===== src/rtl/i2c_word_regs.sv =====
module i2c_word_regs #(
  parameter logic [4:0]  ADDR_HI   = 5'b10001,
  parameter logic [15:0] CTRL2_RST = 16'h0A5C
) (
  input  logic        clk,
  input  logic        rst_n,
  input  logic        scl_in,
  input  logic        sda_in,
  input  logic [1:0]  addr_strap,
  input  logic [15:0] ro_a,
  input  logic [15:0] ro_b,
  output logic        sda_oe,
  output logic [15:0] ctrl0,
  output logic [15:0] ctrl1,
  output logic [15:0] ctrl2
);

  localparam logic [7:0] P_CTRL0 = 8'h00;
  localparam logic [7:0] P_ROA   = 8'h01;
  localparam logic [7:0] P_ROB   = 8'h02;
  localparam logic [7:0] P_CTRL1 = 8'h03;
  localparam logic [7:0] P_CTRL2 = 8'h04;
  localparam int         BITS    = 8;

  typedef enum logic [2:0] {S_IDLE, S_ADDR, S_PTR, S_WDAT, S_RDAT, S_RACK, S_SKIP} st_t;

  st_t         state;
  logic [2:0]  scl_p, sda_p;
  logic [3:0]  bitcnt;
  logic [7:0]  sh, ptr, hold;
  logic [15:0] txsh, rdata;
  logic [1:0]  wbyte;
  logic        rd, rlo, nack;

  wire [6:0] my_addr   = {ADDR_HI, addr_strap};
  wire       scl_s     = scl_p[1];
  wire       scl_q     = scl_p[2];
  wire       sda_s     = sda_p[1];
  wire       sda_q     = sda_p[2];
  wire       scl_rise  = scl_s & ~scl_q;
  wire       scl_fall  = ~scl_s & scl_q;
  wire       start_c   = scl_s & scl_q & sda_q & ~sda_s;
  wire       stop_c    = scl_s & scl_q & ~sda_q & sda_s;
  wire       rx_state  = (state == S_ADDR) || (state == S_PTR) || (state == S_WDAT);

  always_ff @(posedge clk or negedge rst_n)
    if (!rst_n) begin
      scl_p <= 3'b111;
      sda_p <= 3'b111;
    end else begin
      scl_p <= {scl_p[1:0], scl_in};
      sda_p <= {sda_p[1:0], sda_in};
    end

  always_comb
    case (ptr)
      P_CTRL0: rdata = ctrl0;
      P_ROA:   rdata = ro_a;
      P_ROB:   rdata = ro_b;
      P_CTRL1: rdata = ctrl1;
      P_CTRL2: rdata = ctrl2;
      default: rdata = 16'h0000;
    endcase

  always_ff @(posedge clk or negedge rst_n)
    if (!rst_n) begin
      state  <= S_IDLE;
      bitcnt <= '0;
      sh     <= '0;
      ptr    <= P_CTRL0;
      hold   <= '0;
      txsh   <= '0;
      wbyte  <= '0;
      rd     <= 1'b0;
      rlo    <= 1'b0;
      nack   <= 1'b0;
      sda_oe <= 1'b0;
      ctrl0  <= '0;
      ctrl1  <= '0;
      ctrl2  <= CTRL2_RST;
    end else if (start_c) begin
      state  <= S_ADDR;
      bitcnt <= '0;
      sda_oe <= 1'b0;
    end else if (stop_c) begin
      state  <= S_IDLE;
      bitcnt <= '0;
      sda_oe <= 1'b0;
    end else begin
      case (state)
        S_ADDR, S_PTR, S_WDAT: begin
          if (scl_rise && bitcnt < BITS) begin
            sh     <= {sh[6:0], sda_s};
            bitcnt <= bitcnt + 4'd1;
          end else if (scl_fall && bitcnt == BITS) begin
            bitcnt <= BITS + 1;
            sda_oe <= 1'b1;
            if (state == S_ADDR) begin
              if (sh[7:1] != my_addr) begin
                sda_oe <= 1'b0;
                state  <= S_SKIP;
              end else begin
                rd   <= sh[0];
                rlo  <= 1'b0;
                txsh <= rdata;
              end
            end else if (state == S_PTR) begin
              ptr <= sh;
            end else begin
              if (wbyte == 2'd0) hold <= sh;
              if (wbyte == 2'd1)
                case (ptr)
                  P_CTRL0: ctrl0 <= {hold, sh};
                  P_CTRL1: ctrl1 <= {hold, sh};
                  P_CTRL2: ctrl2 <= {hold, sh};
                  default: ;
                endcase
              if (wbyte != 2'd2) wbyte <= wbyte + 2'd1;
            end
          end else if (scl_fall && bitcnt == BITS + 1) begin
            bitcnt <= '0;
            if (state == S_ADDR && rd) begin
              state  <= S_RDAT;
              sda_oe <= ~txsh[15];
            end else begin
              sda_oe <= 1'b0;
              if (state == S_ADDR) state <= S_PTR;
              else if (state == S_PTR) begin
                state <= S_WDAT;
                wbyte <= '0;
              end
            end
          end
        end
        S_RDAT: begin
          if (scl_rise) bitcnt <= bitcnt + 4'd1;
          else if (scl_fall) begin
            txsh <= {txsh[14:0], 1'b0};
            if (bitcnt == BITS) begin
              sda_oe <= 1'b0;
              state  <= S_RACK;
              bitcnt <= '0;
            end else begin
              sda_oe <= ~txsh[14];
            end
          end
        end
        S_RACK: begin
          if (scl_rise) begin
            nack   <= sda_s;
            bitcnt <= 4'd1;
          end else if (scl_fall && bitcnt == 4'd1) begin
            bitcnt <= '0;
            if (nack) state <= S_SKIP;
            else begin
              state <= S_RDAT;
              rlo   <= ~rlo;
              if (rlo) begin
                txsh   <= rdata;
                sda_oe <= ~rdata[15];
              end else begin
                sda_oe <= ~txsh[15];
              end
            end
          end
        end
        default: ;
      endcase
    end


  drive_low_phase_chk: assert property (@(posedge clk) disable iff (!rst_n)
    $rose(sda_oe) |-> !scl_s);


  high_phase_steady_chk: assert property (@(posedge clk) disable iff (!rst_n)
    (scl_s && $past(scl_s)) |-> $stable(sda_oe));


  skip_quiet_chk: assert property (@(posedge clk) disable iff (!rst_n)
    (state == S_SKIP) |-> !sda_oe);


  ptr_read_hold_chk: assert property (@(posedge clk) disable iff (!rst_n)
    (state == S_RDAT || state == S_RACK) |=> $stable(ptr));


  ro_no_write_chk: assert property (@(posedge clk) disable iff (!rst_n)
    (ptr == P_ROA || ptr == P_ROB || ptr > P_CTRL2) |=> $stable({ctrl0, ctrl1, ctrl2}));


  ack_slot_chk: assert property (@(posedge clk) disable iff (!rst_n)
    (rx_state && sda_oe) |-> (bitcnt == BITS + 1));

endmodule


===== config.mk =====
export PLATFORM = sky130hd
export DESIGN_NAME = i2c_word_regs
export DESIGN_NICKNAME = d
export VERILOG_FILES = /design/src/rtl/i2c_word_regs.sv
export SDC_FILE = /design/constraint.sdc
export NUM_CORES = 1
export LEC_CHECK = 0
export ABC_AREA = 0
export BUFFER_PORTS_ARGS = -buffer_cell sky130_fd_sc_hd__buf_4
export CORE_UTILIZATION = 57
export CTS_CLUSTER_DIAMETER = 120
export CTS_CLUSTER_SIZE = 24
export DETAILED_ROUTE_END_ITERATION = 10
export PLACE_DENSITY = 0.89
export SETUP_SLACK_MARGIN = 0.1
export SYNTH_ARGS = -nofsm -noshare
export SYNTH_HDL_FRONTEND = slang
export SYNTH_SLANG_ARGS = --single-unit

===== constraint.sdc =====
create_clock -name clk -period 3.1 [get_ports clk]
set_clock_uncertainty 0.2 [all_clocks]
set_input_delay 0.155 -clock clk [delete_from_list [all_inputs] [get_ports clk]]
set_output_delay 0.155 -clock clk [all_outputs]
set_load 0.01 [all_outputs]

==> results_dict.tcl <==
set metrics [dict create \
    total_power_mw 4.22 \
    drtPass1Iterations 5 \
    wl_per_cell_um 21.2 \
    maxSlewHeadroom_pct 49.6 \
    synth_top_area_share_pct 41.7 \
    multi_input_area_mm2 0.00281 \
    antenna_found_initial 0 \
    met1_usage_pct 39.5 \
    io_pins 87 \
    ir_drop_mv 0.367 \
    worstSkewPairLatency_ns 0.37 \
    ys_warn_count 0 \
    gp_congestion 0.899 \
    synth_flop_cell "dfrtp_1" \
    cts_sinks 107 \
    via_per_inst 6.23 \
    synth-seq-cells 107 \
    rsz0062_at_grt "false" \
    synthesis.nets 515 \
    cts.repair.resized 0 \
    dieArea_mm2 0.0104 \
    critical_path_peak_fanout 10 \
    post_cts_buffers 0 \
    antenna_left 0 \
    setup.worst_path.end_class "flip-flop" \
    p_per_area_mw_per_mm2 621 \
    grt_overflow 0 \
    syn_inst 467 \
    top_usage_layer "met2" \
    syn_area_mm2 0.00570 \
    cts-htree-levels 3 \
    ys_top_cells_by_area "dfrtp_1, mux2_2, dfstp_2, mux2i_1, mux2_4" \
    most-common-layout-cells "buf_4, dfrtp_1, mux2_2" \
    start_util_pct 58.6 \
    synth-edff-count 0 \
    grt.met3_usage_pct 4.24 \
    syn_avg_cell_area_um2 12.2 \
    syn_to_final_growth_pct 19.2 \
    cts_max_path_buffers 2 \
    fin_nets 614 \
    fin_cells 704 \
    ys_seq_area_share_pct 47.2 \
    slew_viol_final 0 \
    io_buffers 86 \
    yosys.area.top_type "dfrtp_1" \
    cts_root_buffer "clkbuf_8" \
    period_needed_ns 2.82 \
    nFillCells 689 \
    hp-class "input pin to flip-flop" \
    drc_errors 0 \
    p_leak_nw 3.23 \
    die_w_um 102 \
    hold_violations 0 \
    cts_tree "done" \
    worst-slew-pin-transition_ns 0.752 \
    clk_pin_slew_ns 0.10 \
    hpwl_um 10600 \
    synth_cell_types 74 \
    final_common_cell "buf_4" \
    critPathArrivalTime_ns 2.88 \
    grt_pass1_wl_um 23500 \
    fmax_mhz 355 \
    fin_crit_sh_pct 91.0 \
    async_flop_share_pct 100 \
    row_count 36 \
    grt_start_max_net_pins 59 \
    final-setup-viol-count 0 \
    required_ns 3.16 \
    grtUsageTotal_pct 30.3 \
    num_antenna_cells 0 \
    dr.first_iter.drc_count 274 \
    layout-drive-gt1-share_pct 45.4 \
    cap_viol_max_count 0 \
    coreArea_mm2 0.00973 \
    critPathLaunchType "flip-flop" \
    critPathKind "flip-flop to flip-flop" \
    numCtsBuffers 9 \
    met2_usage_pct 50.2 \
    seq_area_mm2 0.00269 \
    vias 4386 \
    post-place-cells 685 \
    setup-tns-final_ns 0 \
    outcome "completed" \
    chipHeight_um 102 \
    grt_pass1_vias 4418 \
    wl_um 14900 \
]
-- cell usage after synthesis (2+ instances only) --
master / number
dfstp_2: 12
mux2i_1: 19
a21oi_1: 9
nor3_1: 3
ha_1: 10
o2111ai_1: 2
nand3b_1: 2
nor4_2: 2
buf_6: 3
a311oi_1: 2
o21a_1: 2
mux2_4: 10
nand3_1: 5
xnor2_1: 3
and4_1: 2
nor4_1: 2
and3_1: 2
a22o_1: 2
a32oi_1: 3
mux2_2: 81
a22oi_1: 15
nor2_1: 25
a211oi_1: 2
nor2b_1: 4
buf_2: 10
inv_1: 12
o32a_1: 14
and2_2: 14
o21ai_0: 23
nand2_1: 17
clkbuf_1: 8
buf_4: 2
o311ai_0: 3
nand2b_1: 7
dfrtp_1: 95
nor3b_1: 2
-- through the flow --
| step | hold slack (ns) | worst slack, ns | instance area, µm² | util, % |
|---|---|---|---|---|
| 3_5_place_dp | 0.0365 | 0.352 | 6570 | 67.5 |
| 6_report | 0.0849 | 0.280 | 6800 | 69.9 |
| 4_1_cts | 0.0834 | 0.318 | 6800 | 69.9 |
| 5_1_grt | 0.119 | 0.210 | 6800 | 69.9 |
| 2_1_floorplan | -0.341 | 0.532 | 5700 | - |
| 3_3_place_gp | 0.0171 | 0.452 | 6570 | 67.5 |
-- routing by layer --
| layer | routed length [µm] | vias to the layer above |
|---|---|---|
| li1 | - | 1927 |
| met3 | 991 | 35 |
| met1 | 6210 | 2224 |
| met5 | 0 | - |
| met4 | 413 | 0 |
| met2 | 7320 | 200 |
-- final cells by class --
| class | count | share of cell area (%) |
|---|---|---|
| clock inverters | 5 | 0.883 |
| flip-flops and latches | 107 | 39.6 |
| clock buffers | 11 | 2.08 |
| multi-input cells | 323 | 41.4 |
| repair buffers | 113 | 13.0 |
| inverters | 12 | 0.662 |
| well taps | 133 | 2.45 |
-- critical path, stage by stage (launching register included) --
cell	delay, ns
dfstp_2	0.56
inv_1	0.06
ha_1	0.28
nand2b_1	0.17
o211ai_2	0.20
nor4_4	0.33
and4_1	0.30
buf_4	0.23
mux2_2	0.36
-- worst paths after layout --
kind	end	start	slack [ns]	depth (start not counted)
min reg2reg	sda_p[1]	sda_p[0]	0.15	0
max in group asynchronous	sda_p[0]	rst_n	1.73	3
min in group asynchronous	ctrl1[9]	rst_n	0.14	2
min	txsh[5]	ro_b[5]	0.08	5
max	ctrl1[10]	scl_p[2]	0.28	8
max reg2reg	ctrl1[10]	scl_p[2]	0.28	8
-- logic make-up after synthesis --
group | Yosys count | share of synthesized area (%)
multiplexers | 111 | 22.2
flip-flops | 107 | 47.2
AO/OA/AOI/OAI | 93 | 12.2
AND/OR/NAND/NOR | 106 | 12.3
XOR/XNOR | 3 | 0.461
buffers and inverters | 37 | 3.49
adder cells (fa/ha/maj) | 10 | 2.19
-- timing repair --
action                                  CTS  global route
hold buffers                              3             0
endpoints found under the setup margin    0             0
hold endpoints to repair                 45             0
-- where the power goes --
group / internal (mW) / switching, mW
combinational: 0.660 / 0.747
clock: 0.401 / 0.488
sequential: 1.62 / 0.313
-- state kept, by name, summed over array words and instances (netlist names) --
register and count:
ctrl0 16, ctrl1 16, ctrl2 16, txsh 16, hold 8, ptr 8, sh 8, bitcnt 4
scl_p 3, sda_p 3, state 3, wbyte 2, nack 1, rd 1, rlo 1, sda_oe 1
Note: power is estimated with default switching activity, not from simulation.
